[src/rtl/dma_arb_pkg.sv]
package dma_arb_pkg;
  localparam int CFG_W   = 32;
  localparam int EN_BIT  = 0;
  localparam int SRC_LSB = 1;
  localparam int DST_LSB = 6;
  localparam int FLW_LSB = 11;
  localparam int HLT_BIT = 18;

  typedef struct packed {
    logic       halt;
    logic [2:0] flow;
    logic [4:0] dst;
    logic [4:0] src;
    logic       en;
  } cfg_fields_t;

  function automatic cfg_fields_t unpack_cfg(logic [CFG_W-1:0] w);
    cfg_fields_t f;
    f.en   = w[EN_BIT];
    f.src  = w[SRC_LSB +: 5];
    f.dst  = w[DST_LSB +: 5];
    f.flow = w[FLW_LSB +: 3];
    f.halt = w[HLT_BIT];
    return f;
  endfunction
endpackage

[src/rtl/dma_chan_elig.sv]
module dma_chan_elig
  import dma_arb_pkg::*;
#(
  parameter int N_PERIPH = 16,
  parameter int CNT_W    = 12
) (
  input  logic [CFG_W-1:0]    cfg_i,
  input  logic [CNT_W-1:0]    cnt_i,
  input  logic [N_PERIPH-1:0] req_i,
  output logic                elig_o,
  output logic                flow_err_o
);
  cfg_fields_t f;
  logic [31:0] req_ext;
  logic active, src_on, dst_on, need_ok;
  logic unused_cfg_bits;

  assign unused_cfg_bits = ^{cfg_i[CFG_W-1:HLT_BIT+1], cfg_i[HLT_BIT-1:FLW_LSB+3]};
  assign f       = unpack_cfg(cfg_i);
  // lines above N_PERIPH read as zero
  assign req_ext = 32'(req_i);
  assign src_on  = req_ext[f.src];
  assign dst_on  = req_ext[f.dst];
  assign active  = f.en & ~f.halt;

  always_comb begin
    unique case (f.flow)
      3'd0:    need_ok = 1'b1;
      3'd1:    need_ok = dst_on;
      3'd2:    need_ok = src_on;
      3'd3:    need_ok = src_on & dst_on;
      default: need_ok = 1'b0;
    endcase
  end

  assign elig_o     = active & (cnt_i != '0) & ~f.flow[2] & need_ok;
  assign flow_err_o = active & f.flow[2];

  initial assert (N_PERIPH <= 32);
endmodule

[src/rtl/dma_prio_pick.sv]
module dma_prio_pick #(
  parameter int N     = 8,
  parameter int IDX_W = (N > 1) ? $clog2(N) : 1
) (
  input  logic [N-1:0]     req_i,
  output logic [N-1:0]     onehot_o,
  output logic [IDX_W-1:0] idx_o,
  output logic             any_o
);
  always_comb begin
    idx_o    = '0;
    onehot_o = '0;
    for (int i = N - 1; i >= 0; i--) begin
      if (req_i[i]) begin
        idx_o    = IDX_W'(i);
        onehot_o = '0;
        onehot_o[i] = 1'b1;
      end
    end
  end
  assign any_o = |req_i;
endmodule

[src/rtl/dma_req_arbiter.sv]
module dma_req_arbiter
  import dma_arb_pkg::*;
#(
  parameter int N_CH     = 8,
  parameter int N_PERIPH = 16,
  parameter int CNT_W    = 12,
  localparam int IDX_W   = (N_CH > 1) ? $clog2(N_CH) : 1
) (
  input  logic                  clk_i,
  input  logic                  rst_ni,
  input  logic                  ctrl_en_i,
  input  logic [N_CH*CFG_W-1:0] chan_cfg_i,
  input  logic [N_CH*CNT_W-1:0] chan_cnt_i,
  input  logic [N_PERIPH-1:0]   req_single_i,
  input  logic [N_PERIPH-1:0]   req_burst_i,
  input  logic                  elem_done_i,
  output logic [N_CH-1:0]       grant_o,
  output logic [IDX_W-1:0]      grant_idx_o,
  output logic                  grant_vld_o,
  output logic [N_CH-1:0]       flow_err_o
);
  logic [N_PERIPH-1:0] req_any;
  logic [N_CH-1:0]     elig, err_c, pick_oh;
  logic [IDX_W-1:0]    pick_idx;
  logic                pick_any;
  logic [N_CH-1:0]     grant_q, err_q;
  logic [IDX_W-1:0]    idx_q;
  logic                vld_q;

  assign req_any = req_single_i | req_burst_i;

  for (genvar c = 0; c < N_CH; c++) begin : g_ch
    dma_chan_elig #(.N_PERIPH(N_PERIPH), .CNT_W(CNT_W)) u_elig (
      .cfg_i      (chan_cfg_i[c*CFG_W +: CFG_W]),
      .cnt_i      (chan_cnt_i[c*CNT_W +: CNT_W]),
      .req_i      (req_any),
      .elig_o     (elig[c]),
      .flow_err_o (err_c[c])
    );
  end

  dma_prio_pick #(.N(N_CH), .IDX_W(IDX_W)) u_pick (
    .req_i    (elig),
    .onehot_o (pick_oh),
    .idx_o    (pick_idx),
    .any_o    (pick_any)
  );

  always_ff @(posedge clk_i or negedge rst_ni) begin
    if (!rst_ni) begin
      grant_q <= '0;
      idx_q   <= '0;
      vld_q   <= 1'b0;
      err_q   <= '0;
    end else begin
      err_q <= err_c;
      if (!ctrl_en_i) begin
        grant_q <= '0;
        idx_q   <= '0;
        vld_q   <= 1'b0;
      end else if (vld_q) begin
        if (elem_done_i) begin
          grant_q <= '0;
          idx_q   <= '0;
          vld_q   <= 1'b0;
        end
      end else if (pick_any) begin
        grant_q <= pick_oh;
        idx_q   <= pick_idx;
        vld_q   <= 1'b1;
      end
    end
  end

  assign grant_o     = grant_q;
  assign grant_idx_o = idx_q;
  assign grant_vld_o = vld_q;
  assign flow_err_o  = err_q;

  AST_GRANT_ONEHOT: assert property (@(posedge clk_i) disable iff (!rst_ni)
    vld_q |-> $onehot(grant_q));
  AST_IDLE_ZERO: assert property (@(posedge clk_i) disable iff (!rst_ni)
    !vld_q |-> (grant_q == '0));
  AST_IDX_MATCH: assert property (@(posedge clk_i) disable iff (!rst_ni)
    vld_q |-> grant_q[idx_q]);
  AST_HOLD: assert property (@(posedge clk_i) disable iff (!rst_ni)
    (vld_q && !elem_done_i && ctrl_en_i) |=> (vld_q && $stable(grant_q) && $stable(idx_q)));
  AST_DONE_GAP: assert property (@(posedge clk_i) disable iff (!rst_ni)
    (vld_q && elem_done_i) |=> !vld_q);
  AST_EN_OFF: assert property (@(posedge clk_i) disable iff (!rst_ni)
    !ctrl_en_i |=> !vld_q);
  AST_ERR_NO_GRANT: assert property (@(posedge clk_i) disable iff (!rst_ni)
    $rose(vld_q) |-> ((grant_q & err_q) == '0));
endmodule

[config.mk]
export PLATFORM = sky130hd
export DESIGN_NAME = dma_req_arbiter
export DESIGN_NICKNAME = d
export VERILOG_FILES = /design/src/rtl/dma_arb_pkg.sv /design/src/rtl/dma_chan_elig.sv /design/src/rtl/dma_prio_pick.sv /design/src/rtl/dma_req_arbiter.sv
export SDC_FILE = /design/constraint.sdc
export NUM_CORES = 1
export LEC_CHECK = 0
export BUFFER_PORTS_ARGS = -buffer_cell sky130_fd_sc_hd__buf_2
export CELL_PAD_IN_SITES_DETAIL_PLACEMENT = 1
export CELL_PAD_IN_SITES_GLOBAL_PLACEMENT = 1
export CORE_AREA = 2 2 160 162
export DETAILED_ROUTE_END_ITERATION = 8
export DIE_AREA = 0 0 162 164
export PLACE_DENSITY = 0.55
export SLEW_MARGIN = 40
export SYNTH_ARGS = -nofsm -noshare
export SYNTH_HDL_FRONTEND = slang
export SYNTH_SLANG_ARGS = --single-unit
[constraint.sdc]
create_clock -name clk_i -period 1.65 [get_ports clk_i]
set_clock_uncertainty 0.2 [all_clocks]
set_input_delay 0.0825 -clock clk_i [delete_from_list [all_inputs] [get_ports clk_i]]
set_output_delay 0.0825 -clock clk_i [all_outputs]
set_load 0.01 [all_outputs]
; Word level (Yosys, flattened, before mapping)
; Cells that the tools add are included.
[classes]
muxes = 68
n_lt_le_gt_ge = 16
n_reduce_logical = 18
eq_ne = 26
n_bitwise = 65
[op_table]
columns = cell, n
row1 = < comparator 5 x 6 -> 1 bit (second input constant), 16
row2 = two-way mux 8 bit, 12
row3 = nonzero test 12 bit, 8
row4 = binary-select mux 1 bit (select 5 bit), 16
row5 = AND 1 bit, 48
row6 = equality test 3 x 2 -> 1 bit (second input constant), 16
row7 = two-way mux 3 bit, 12
row8 = case mux 1 bit (4 select lines), 8
row9 = equality test 3 x 1 -> 1 bit (second input constant), 8
row10 = logical NOT 3 bit, 8
row11 = two-way mux 1 bit, 20
row12 = NOT 1 bit, 16
row13 = OR 16 bit, 1
row14 = OR reduction 8 bit, 1
row15 = inequality test 3 x 1 -> 1 bit (second input constant), 1
row16 = inequality test 3 bit (second input constant), 1
row17 = AND reduction 2 bit, 1
[totals]
in_bits = 388
register_bits = 20

; Longest topological paths before layout
; Gate-level depths: netlist of the first run.
[logic_depth]
ltp_word = 17
ltp_mapped = 10
ltp_nobuf = 8

; By module
; Synthesis of the first run repeated with hierarchy kept, for this count alone.
[hier_totals]
cells_unflattened = 376
hier_area_um2 = 3935.0
[by_module_without_submodules]
columns = mod, instances, seq_area_each_um2, cells_each, area_per_inst_um2
row1 = dma_chan_elig (g_ch[2].u_elig ...), 6, 0.0, 35, 355.3
row2 = dma_req_arbiter, 1, 500.5, 87, 975.9
row3 = dma_chan_elig (g_ch[1].u_elig), 1, 0.0, 25, 346.6
row4 = dma_chan_elig (g_ch[0].u_elig), 1, 0.0, 30, 336.6
row5 = dma_prio_pick, 1, 0.0, 24, 143.9

; Least setup slack after synthesis of the first run
; OpenSTA, ideal clock, no wires.
[synth_path]
path_type = input to register
start = in req_burst_i[9]
end = reg grant_q[3] (netlist: grant_o[3])
n_path_buf = 0
path_stages = 8
setup_ns = 0.121
t_arrival_ns = 2.308
path_slack_ns = -0.979
path_cell_list = nor2_1 mux4_1 mux4_2 or3_1 a221o_1 and2_4 a41o_4 a22o_1
[synth_between]
elab_chain_cells = 16
[synth_lines]
columns = item, line
row1 = "start, declared", dma_req_arbiter.sv:15  ; input logic [N_PERIPH-1:0] req_burst_i,
row2 = OR 16 bit (*), dma_req_arbiter.sv:30  ; assign req_any = req_single_i | req_burst_i;
row3 = "binary-select mux 1 bit (select 5 bit), on equally long branches", "dma_chan_elig.sv:22, dma_chan_elig.sv:23"
row4 = "two-way mux 1 bit, on equally long branches", "dma_chan_elig.sv:22, dma_chan_elig.sv:23"
row5 = AND 1 bit, dma_chan_elig.sv:31  ; 3'd3: need_ok = src_on & dst_on;
row6 = case mux 1 bit (4 select lines), dma_chan_elig.sv:27  ; unique case (f.flow)
row7 = AND 1 bit, dma_chan_elig.sv:36  ; assign elig_o = active & (cnt_i != '0) & ~f.flow[2] & need_ok;
row8 = two-way mux 8 bit (7 in a row), dma_prio_pick.sv:14  ; if (req_i[i]) begin
row9 = two-way mux 8 bit, dma_req_arbiter.sv:67  ; end else if (pick_any) begin
row10 = two-way mux 8 bit, dma_req_arbiter.sv:61  ; end else if (vld_q) begin
row11 = two-way mux 8 bit, dma_req_arbiter.sv:57  ; if (!ctrl_en_i) begin
row12 = "end signal, assigned", dma_req_arbiter.sv:68  ; grant_q <= pick_oh;
row13 = "end, declared", dma_req_arbiter.sv:26  ; logic [N_CH-1:0] grant_q, err_q;
; Every way passes the cells marked *; elsewhere a longest branch is shown, timed or not. The select of a mux whose other input is x is not followed.
; A chain may end at the register's enable or synchronous reset.

; Worst setup path in the final report of the first run
[layout_path]
start = in req_single_i[7]
end = reg grant_q[3] (netlist: grant_o[3])
[layout_between]
elab_chain_cells = 16
[layout_lines]
columns = item, line
row1 = "start, declared", dma_req_arbiter.sv:14  ; input logic [N_PERIPH-1:0] req_single_i,
row2 = OR 16 bit (*), dma_req_arbiter.sv:30
row3 = "binary-select mux 1 bit (select 5 bit), on equally long branches", "dma_chan_elig.sv:22, dma_chan_elig.sv:23"
row4 = "two-way mux 1 bit, on equally long branches", "dma_chan_elig.sv:22, dma_chan_elig.sv:23"
row5 = AND 1 bit, dma_chan_elig.sv:31
row6 = case mux 1 bit (4 select lines), dma_chan_elig.sv:27
row7 = AND 1 bit, dma_chan_elig.sv:36
row8 = two-way mux 8 bit (7 in a row), dma_prio_pick.sv:14
row9 = two-way mux 8 bit, dma_req_arbiter.sv:67
row10 = two-way mux 8 bit, dma_req_arbiter.sv:61
row11 = two-way mux 8 bit, dma_req_arbiter.sv:57
; Marked as above.

==> run metrics, run 1 <==
io pins 408; register bit total from synthesis 20; WL/cell 18.57 µm; final WL 20,000 µm; initial antenna violation count 1; unrepaired setup endpoints after global routing true; DIE WIDTH 162 µm; post-route setup slack -898.8 ps; Setup crit end kind flop; Worst path slowest cell mux4_2; DRT iter0 DRCs 148; DR vias 4,819; GRT Total Usage 14.44%; Synth Instances 327; clock buffer count from CTS 3; dpl hpwl 17,150 µm; CTS tree done; commonest cells after routing, fill and taps aside buf_2, buf_4, mux4_2; grt ovf 0; Die Y 164 µm; CTS Sinks 20; period utilisation layout 154.5%; post-place setup slack -1307 ps; global-route wire length before repair 29,670 µm; Slew Limit Headroom 62.11%; Final Power 2.710 mW; reg2reg path depth 6; clock-pin slew on the worst setup and hold paths 60 ps; busiest metal layer after global routing met2; Syn. warnings 0; number of setup violations in the final report 12; mux cell area share after synthesis 44.66%; Synth Area in Compound Gates 15.69%; CP Cell Sequence buf_6 -> nor2_4 -> buf_4 -> mux4_2 -> mux4_2 -> o21a_1 -> a211o_1 -> and3_4 -> a41o_4 -> a22o_1; VDD IR-drop max 0.0003061 V; fill cell count 2,927; Clock Tree Root clkbuf_16; Area Growth Syn to Fin 102.5%; adder-cell share of the synthesized area 0%; largest net degree at the start of global routing 21; CORE AREA 24,820 µm²; Worst Setup Start Kind primary input; DR pass1 iterations 4; register area 500.5 µm²; pwr dens 388.4 nW/µm²; CP Class primary input to flop; post-layout min period 2549 ps; Worst path most repeated cell mux4_2; # DRC 0; RD Place Congestion 0.8181; vias in the first global route 5,186; worst r2r dst grant_o[6]$_DFFE_PN0P_; Worst Max-Slew Pin Slew 560.7 ps; die area 26,570 µm²; Slew Limit Fails 0; ys flop type dfrtp_1; Mapped Avg Cell Area 10.54 µm²; fraction of registers with async set/reset 100.0%; H-tree levels 1; area of the multi-input gates 3072 µm²; fraction of layout cells with a size suffix above 1 70.82%; starting density of the core 13.88%; ant diodes 0; number of synthesized flops with an enable pin 0; Critical path destination grant_o[3]$_DFFE_PN0P_; total of max-cap violations 0; Synth area leaders mux4_2, dfrtp_1, nor4_1; post-synth net total 715; Post-Synth Simple-Gate Area 21.79%; post-synth top area share 38.56%; r2r setup slk 100 ps; met2 global-route usage 25.84%; Hold Crit Class primary input to flop; commonest non-fill, non-tap cell in the layout buf_2; count of input and output buffers 271; Final Hold Viols 0; worst skew pair latency 260 ps; Yosys cell types 55; vias per inst 4.474; static leakage 3.258 nW; outcome complete, but fails checks; crit path DAT 2500 ps; setup TNS -9821 ps; main combinational cell family by area after synthesis multiplexers; CTS max path bufs 2; sequential-to-total area share from yosys stat 14.52%; slowest cell delay on critical path 510 ps; # rows 58; area leader, netlist mux4_2; met3 usage in global routing 2.500%; final net count 1,136; Synth Cell Area 3446 µm²; M1 GR Usage 18.56%; failing checks negative setup slack; CP Launch Point req_single_i[7]; XOR/XNOR Fraction of Synth Area 0%; RR Startpoint grant_vld_o$_DFF_PN0_; FMAX 392.3 MHz; WP data required 1600 ps; Detail Route Antenna Nets 0; critical path fanouts, max 7
[Yosys cell counts (3+ instances only)]
library cell   n
nor2b_1        7
o2bb2ai_1      6
nand2b_1       7
nor4_1        25
nor2_1        28
a31oi_1        3
a211oi_1       3
o221ai_1       6
nor3_1        12
nand3b_1       5
nor3b_1        8
nand2_1       12
clkbuf_1      17
mux4_1         3
a211o_1        3
a21boi_0       3
nand3_1        9
o21ai_0        3
and3b_1        8
a21oi_1       17
dfrtp_1       20
mux4_2        59
inv_1          8
mux2i_1       12
[metrics by stage]
step	instances	utilization [%]	cell area, µm²	hold WS, ps
floorplan	327	-	3508	-413.1
finish	1077	28.11	6977	8.519
global route	1077	28.11	6977	24.57
detailed placement	1033	24.75	6143	-115.7
CTS	1071	27.60	6849	15.41
global placement	1033	24.75	6143	-126.9
[report_power, final]
part	internal [mW]	total, mW	switching (mW)
clock network	0.371	0.572	0.201
registers	0.515	0.528	0.0128
logic	0.932	1.61	0.678
[worst max-delay path: cells and delay by family]
family / cells / cell delay, ps
mux: 2 / 950
buf+inv: 2 / 210
simple gates: 2 / 240
compound gates: 4 / 1000
[how the worst min path moves through the flow]
stage / startpoint / to / slack [ps] / cells after the start
after global routing: ctrl_en_i / grant_vld_o$_DFF_PN0_ / 20 / 3
after detailed placement: rst_ni / flow_err_o[6]$_DFF_PN0_ / -120 / 1
final: ctrl_en_i / grant_vld_o$_DFF_PN0_ / 9 / 3
after floorplan: rst_ni / flow_err_o[0]$_DFF_PN0_ / -410 / 0
after global placement: rst_ni / flow_err_o[6]$_DFF_PN0_ / -130 / 1
after CTS: ctrl_en_i / grant_vld_o$_DFF_PN0_ / 20 / 3
[repair_timing]
action	4_1_cts	5_1_grt
gates resized for setup	67	24
buffers inserted	17	6
cloned	0	0
pin swaps	30	17
hold buffers	17	0
hold endpoints to repair	30	0
endpoints found under the setup margin	12	12
[cell type report]
type	instances	share of cell area, %
sequential	20	7.174
tap	330	5.918
inverter	8	0.4304
clock buffer	4	1.273
multi-input combinational	279	44.03
timing repair buffer	436	41.18
[state kept, by name, summed over array words and instances (netlist names)]
| register | count |
|---|---|
| flow_err_o | 8 |
| grant_idx_o | 3 |
| grant_vld_o | 1 |
| grant_o | 8 |
[per-layer routing]
layer	vias up	wire length, µm	part of all wire, %
met1	2363	8499	42
met5	-	13	0.065
met4	2	227	1.1
met3	16	1341	6.7
met2	201	9916	50
li1	2237	-	-
[logic make-up after synthesis]
logic type	Yosys count
muxes	75
and+or+nand+nor	133
buffers and inverters	28
AOI/OAI and AO/OA	71
DFF	20
Power figures use the tool's default switching activity.
==> inputs of run 2 (changes only) <==
CORE_AREA = 5 5 154 156   (was 2 2 160 162)
DIE_AREA = 0 0 159 161   (was 0 0 162 164)
PLACE_DENSITY = 0.61   (was 0.55)
==> run 2 against run 1 <==
  * The run still ends with negative setup slack left
  * First-iteration DRC count up 5.4%
  * Critical path depth down 1
  * Worst setup slack better by 15 ps
  * Largest cell class unchanged
  * Highest routed layer unchanged
==> run metrics, run 2 (synthesized netlist as in run 1, its figures left out) <==
Detail Route Antenna Nets 0; post-route setup slack -884.0 ps; WP data required 1590 ps; Slew Limit Fails 0; DRT iter0 DRCs 156; outcome complete, but fails checks; global-route wire length before repair 30,580 µm; GRT Total Usage 14.86%; static leakage 3.243 nW; DR vias 4,811; fill cell count 2,613; die area 25,600 µm²; hold slack 18.10 ps; Worst Setup Start Kind primary input; clock-pin slew on the worst setup and hold paths 60 ps; number of setup violations in the final report 12; CTS tree done; Setup crit end kind flop; Final Power 2.816 mW; CTS max path bufs 2; io pins 408; pwr dens 403.0 nW/µm²; CP Class primary input to flop; critical path fanouts, max 7; DIE WIDTH 159 µm; final WL 20,280 µm; dpl hpwl 17,510 µm; clock buffer count from CTS 3; largest net degree at the start of global routing 21; worst skew pair latency 260 ps; starting density of the core 15.50%; Die Y 161 µm; commonest non-fill, non-tap cell in the layout buf_2; RD Place Congestion 0.8371; Area Growth Syn to Fin 102.8%; crit path DAT 2480 ps; vias per inst 4.726; failing checks negative setup slack; commonest cells after routing, fill and taps aside buf_2, buf_4, mux4_2; unrepaired setup endpoints after global routing true; WL/cell 19.93 µm; Slew Limit Headroom 67.89%; post-layout min period 2534 ps; VDD IR-drop max 0.0003151 V; Clock Tree Root clkbuf_16; total of max-cap violations 0; period utilisation layout 153.6%; count of input and output buffers 271; # rows 55; CORE AREA 22,230 µm²; H-tree levels 1; # DRC 0; final net count 1,122; CP Launch Point req_burst_i[14]; RR Startpoint grant_vld_o$_DFF_PN0_; initial antenna violation count 2; CTS Sinks 20; FMAX 394.6 MHz; Hold Crit Class primary input to flop; vias in the first global route 5,326; fraction of layout cells with a size suffix above 1 70.26%; Final Hold Viols 0; grt ovf 0; worst hold path startpoint chan_cfg_i[0]; Worst Max-Slew Pin Slew 481.7 ps; ant diodes 0; DR pass1 iterations 4
[run 2: cell count changes in the layout (fill, tap and decap cells not counted), moves of 2 or more]
cell	previous run	this run
buf_12	1	8
buf_4	142	112
buf_2	239	235
buf_8	1	3
buf_6	36	45
[run 2: path summary, 6_finish.rpt]
kind	endpoint	slack (ps)	depth (start not counted)
min in group asynchronous	flow_err_o[6]$_DFF_PN0_	130	2
worst min-delay path	flow_err_o[0]$_DFF_PN0_	20	4
worst max-delay path	grant_o[3]$_DFFE_PN0P_	-880	9
max in group asynchronous	flow_err_o[2]$_DFF_PN0_	790	2
worst min register to register	grant_idx_o[0]$_DFFE_PN0P_	310	1
worst max register to register	grant_o[6]$_DFFE_PN0P_	0	6
[run 2: where the power goes]
part	internal, mW	total, mW	switching (mW)
sequential	0.515	0.527	0.0122
clock	0.482	0.673	0.191
combinational	0.943	1.62	0.673
[run 2: area by class of cell]
| cell class | instances | area [µm²] | share of cell area, % |
|---|---|---|---|
| flip-flops and latches | 20 | 500.5 | 7.162 |
| clock inverters | 1 | 30.03 | 0.4297 |
| well taps | 285 | 356.6 | 5.103 |
| clock buffers | 3 | 75.07 | 1.074 |
| repair buffers | 421 | 2909 | 41.63 |
| inverters | 8 | 30.03 | 0.4297 |
| multi-input cells | 280 | 3087 | 44.17 |
[run 2: per-layer routing]
layer / routed length [µm] / global-route usage [%] / up-vias
met5: 17 / 0 / -
met4: 206 / 2.016 / 4
met3: 1721 / 4.440 / 25
met2: 10100 / 26.42 / 224
met1: 8236 / 18.26 / 2345
li1: - / - / 2213
[run 2: stage by stage]
step | instance area, µm² | setup slack, ps | TNS (ps) | util [%] | std cells
6_report | 6988 | -884.0 | -9153 | 31.44 | 1018
5_1_grt | 6988 | -934.8 | -9865 | 31.44 | 1018
4_1_cts | 6874 | -852.2 | -9263 | 30.93 | 1018
3_5_place_dp | 6140 | -1307 | -14870 | 27.62 | 985
3_3_place_gp | 6140 | -1310 | -14940 | 27.62 | 985
2_1_floorplan | 3508 | -939.9 | -9680 | - | 327
[run 2: what timing repair did]
| item | in CTS | in global routing |
|---|---|---|
| hold buffers | 18 | 0 |
| hold endpoints to repair | 30 | 0 |
| pin swaps | 10 | 12 |
| endpoints found under the setup margin | 12 | 12 |
| setup buffers | 10 | 1 |
| cloned | 1 | 0 |
| gates resized for setup | 80 | 25 |
[run 2: critical path, cell delays in order]
cell,delay (ps)
buf_8,80
nor2_4,60
mux4_2,440
mux4_2,530
or3_4,350
a221o_1,310
and2_4,160
a41o_4,240
a22o_1,210
==> inputs of run 3 (changes only) <==
BUFFER_PORTS_ARGS = default   (was -buffer_cell sky130_fd_sc_hd__buf_2)
CORE_AREA = 5 5 157 159   (was 5 5 154 156)
DIE_AREA = 0 0 162 164   (was 0 0 159 161)
DONT_BUFFER_PORTS = 1   (was default)
PLACE_DENSITY = 0.37   (was 0.61)
SYNTH_HIERARCHICAL = 1   (was default)
==> run 3 against run 2 <==
  * The flow finishes with violations (negative hold slack, negative setup slack)
  * Die area increased by 3.8%
  * Sequential share of layout area increased by 2.3 points
  * Power decreased by 25%
  * Sequential power about the same
  * Worst setup slack got worse by 41 ps
  * Maximum frequency decreased by 1.6%
==> run metrics, run 3 <==
worst r2r dst grant_o[1]$_DFFE_PN0P_; NetSw 701.4 µW; DIE WIDTH 162 µm; reg2reg path depth 4; CORE AREA 23,120 µm²; Final Util 22.87%; dpl hpwl 15,800 µm; VDD IR-drop max 0.0003113 V; commonest cells after routing, fill and taps aside buf_4, mux2i_1, mux4_2; Critical path destination grant_idx_o[1]$_DFFE_PN0P_; WL/cell 29.23 µm; Detail Route Antenna Nets 0; Setup crit end kind flop; clock buffer count from CTS 3; r2r setup slk 430 ps; synth cell count leaders mux2i_1, mux4_2, mux4_1, nor4_1, dfrtp_1; post-layout min period 2575 ps; count of input and output buffers 0; global-route wire length before repair 30,890 µm; Slew Limit Headroom 57.42%; post-synth net total 764; Yosys cell types 45; fraction of registers with async set/reset 100.0%; CP Launch Point req_burst_i[8]; clock network fraction of design power 26.1%; hold_buf cts 18; clock-pin slew on the worst setup and hold paths 80 ps; grt ovf 0; CTS tree done; crit path DAT 2530 ps; H-tree levels 1; XOR/XNOR Fraction of Synth Area 0%; io pins 408; Clock Tree Root clkbuf_16; Syn. warnings 6; hold slack -255.5 ps; ys flop type dfrtp_1; WP data required 1610 ps; vias per inst 5.343; Synth area leaders mux4_1, mux4_2, dfrtp_1; CTS Sinks 20; # rows 56; number of synthesized flops with an enable pin 0; final WL 22,190 µm; Mapped Avg Cell Area 10.47 µm²; CTS max path bufs 2; post-place setup slack -1414 ps; vias in the first global route 4,595; unrepaired setup endpoints after global routing true; Synth Instances 376; Hold Crit Class primary input to flop; critical path fanouts, max 12; met2 global-route usage 28.50%; Area Growth Syn to Fin 34.40%; met3 usage in global routing 6.851%; starting density of the core 17.02%; Worst Setup Start Kind primary input; commonest non-fill, non-tap cell in the layout buf_4; CP Cell Sequence or2_4 -> mux4_1 -> mux2i_2 -> buf_4 -> o221a_4 -> a211oi_2 -> nor2_2 -> and3_4 -> nand2_4 -> mux2i_1 -> o21ai_1 -> and2_1; P_int 1.418 mW; CP Class primary input to flop; DR vias 4,055; pwr dens 400.8 nW/µm²; total of max-cap violations 0; Final Hold Viols 12; Worst Max-Slew Pin Slew 622.5 ps; static leakage 1.937 nW; slowest cell delay on critical path 540 ps; cell with the most instances after synthesis mux2i_1; failing checks negative hold slack, negative setup slack; Die Y 164 µm; Synth Cell Area 3935 µm²; Comb power frac 48.9%; adder-cell share of the synthesized area 0%; mux cell area share after synthesis 45.98%; sequential share of power 24.9%; setup TNS -10,900 ps; Synth Area in Compound Gates 8.871%; RR Startpoint grant_vld_o$_DFF_PN0_; sequential-to-total area share from yosys stat 12.72%; fraction of layout cells with a size suffix above 1 38.17%; largest net degree at the start of global routing 26; DR pass1 iterations 4; register bit total from synthesis 20; initial antenna violation count 0; DRT iter0 DRCs 188; RD Place Congestion 0.7915; Post-Synth Simple-Gate Area 26.71%; Slew Limit Fails 0; Worst path slowest cell mux4_1; area leader, netlist mux4_1; GRT Total Usage 15.71%; ant diodes 0; main combinational cell family by area after synthesis multiplexers; number of setup violations in the final report 12; period utilisation layout 156.0%; outcome complete, but fails checks; post-route setup slack -924.7 ps; FMAX 388.4 MHz; busiest metal layer after global routing met2; die area 26,570 µm²; post-synth top area share 16.03%; M1 GR Usage 17.83%; # DRC 0; worst skew pair latency 250 ps; final net count 859; Sw Ratio 33.09%
==> run 3: cell types whose count changed after synthesis, moves of 15 or more <==
cell / before / now
a21oi_1: 17 / 1
clkbuf_1: 17 / 2
mux2i_1: 12 / 48
mux4_1: 3 / 24
mux4_2: 59 / 27
nor2_1: 28 / 5
or2_2: 1 / 17
==> run 3: logic make-up after synthesis <==
| logic type | count (synthesis) |
|---|---|
| flops | 20 |
| simple gates | 168 |
| buf+inv | 34 |
| mux | 107 |
| compound gates | 47 |
==> run 3: worst max-delay path, delay by kind of cell <==
family | cells | cell delay [ps]
AND/OR/NAND/NOR | 5 | 1000
buffers and inverters | 1 | 170
AO/OA/AOI/OAI | 3 | 280
multiplexers | 3 | 980
==> run 3: power by group through the flow <==
| stage | Combinational [mW] | Clock, mW | Sequential [mW] |
|---|---|---|---|
| floorplan | 0.632 | 0 | 0.541 |
| global placement | 0.815 | 0 | 0.538 |
| detailed placement | 0.827 | 0 | 0.538 |
| CTS | 1.03 | 0.586 | 0.529 |
| global route | 1.10 | 0.601 | 0.531 |
| finish | 1.04 | 0.554 | 0.528 |
==> run 3: area by class of cell <==
cell class,count,area (µm²)
repair buffers,96,827.0
inverters,16,60.06
multi-input cells,334,3463
flip-flops and latches,20,500.5
fillers,2646,17830
clock buffers,3,75.07
well taps,290,362.8
==> run 3: worst min path at each step <==
stage                         start                          to  slack [ps]  cells past startpoint
after CTS                 ctrl_en_i      grant_o[6]$_DFFE_PN0P_        -270                      1
final                     ctrl_en_i  grant_idx_o[0]$_DFFE_PN0P_        -260                      1
after global placement       rst_ni      grant_o[0]$_DFFE_PN0P_        -410                      0
after floorplan              rst_ni     flow_err_o[0]$_DFF_PN0_        -410                      0
after global routing      ctrl_en_i      grant_o[6]$_DFFE_PN0P_        -270                      1
after detailed placement     rst_ni      grant_o[0]$_DFFE_PN0P_        -410                      0
==> run 3: timing repair <==
action,in CTS,in global routing
gates cloned,12,0
pin swaps,25,12
endpoints found under the setup margin,12,12
hold endpoints to repair,40,12
gates resized for setup,38,5
setup buffers,25,0
==> run 3: through the flow <==
stage	instance area, µm²	total power [mW]	cells
finish	5289	2.120	759
global placement	4562	1.353	701
floorplan	3970	1.173	376
global route	5289	2.234	759
CTS	5276	2.146	759
detailed placement	4562	1.365	701
==> run 3: metal layers <==
layer  up-vias  share of wire (%)
met5         -                  0
met4         0               0.50
met3         8                 13
met2       251                 50
met1      2026                 36
li1       1770                  -
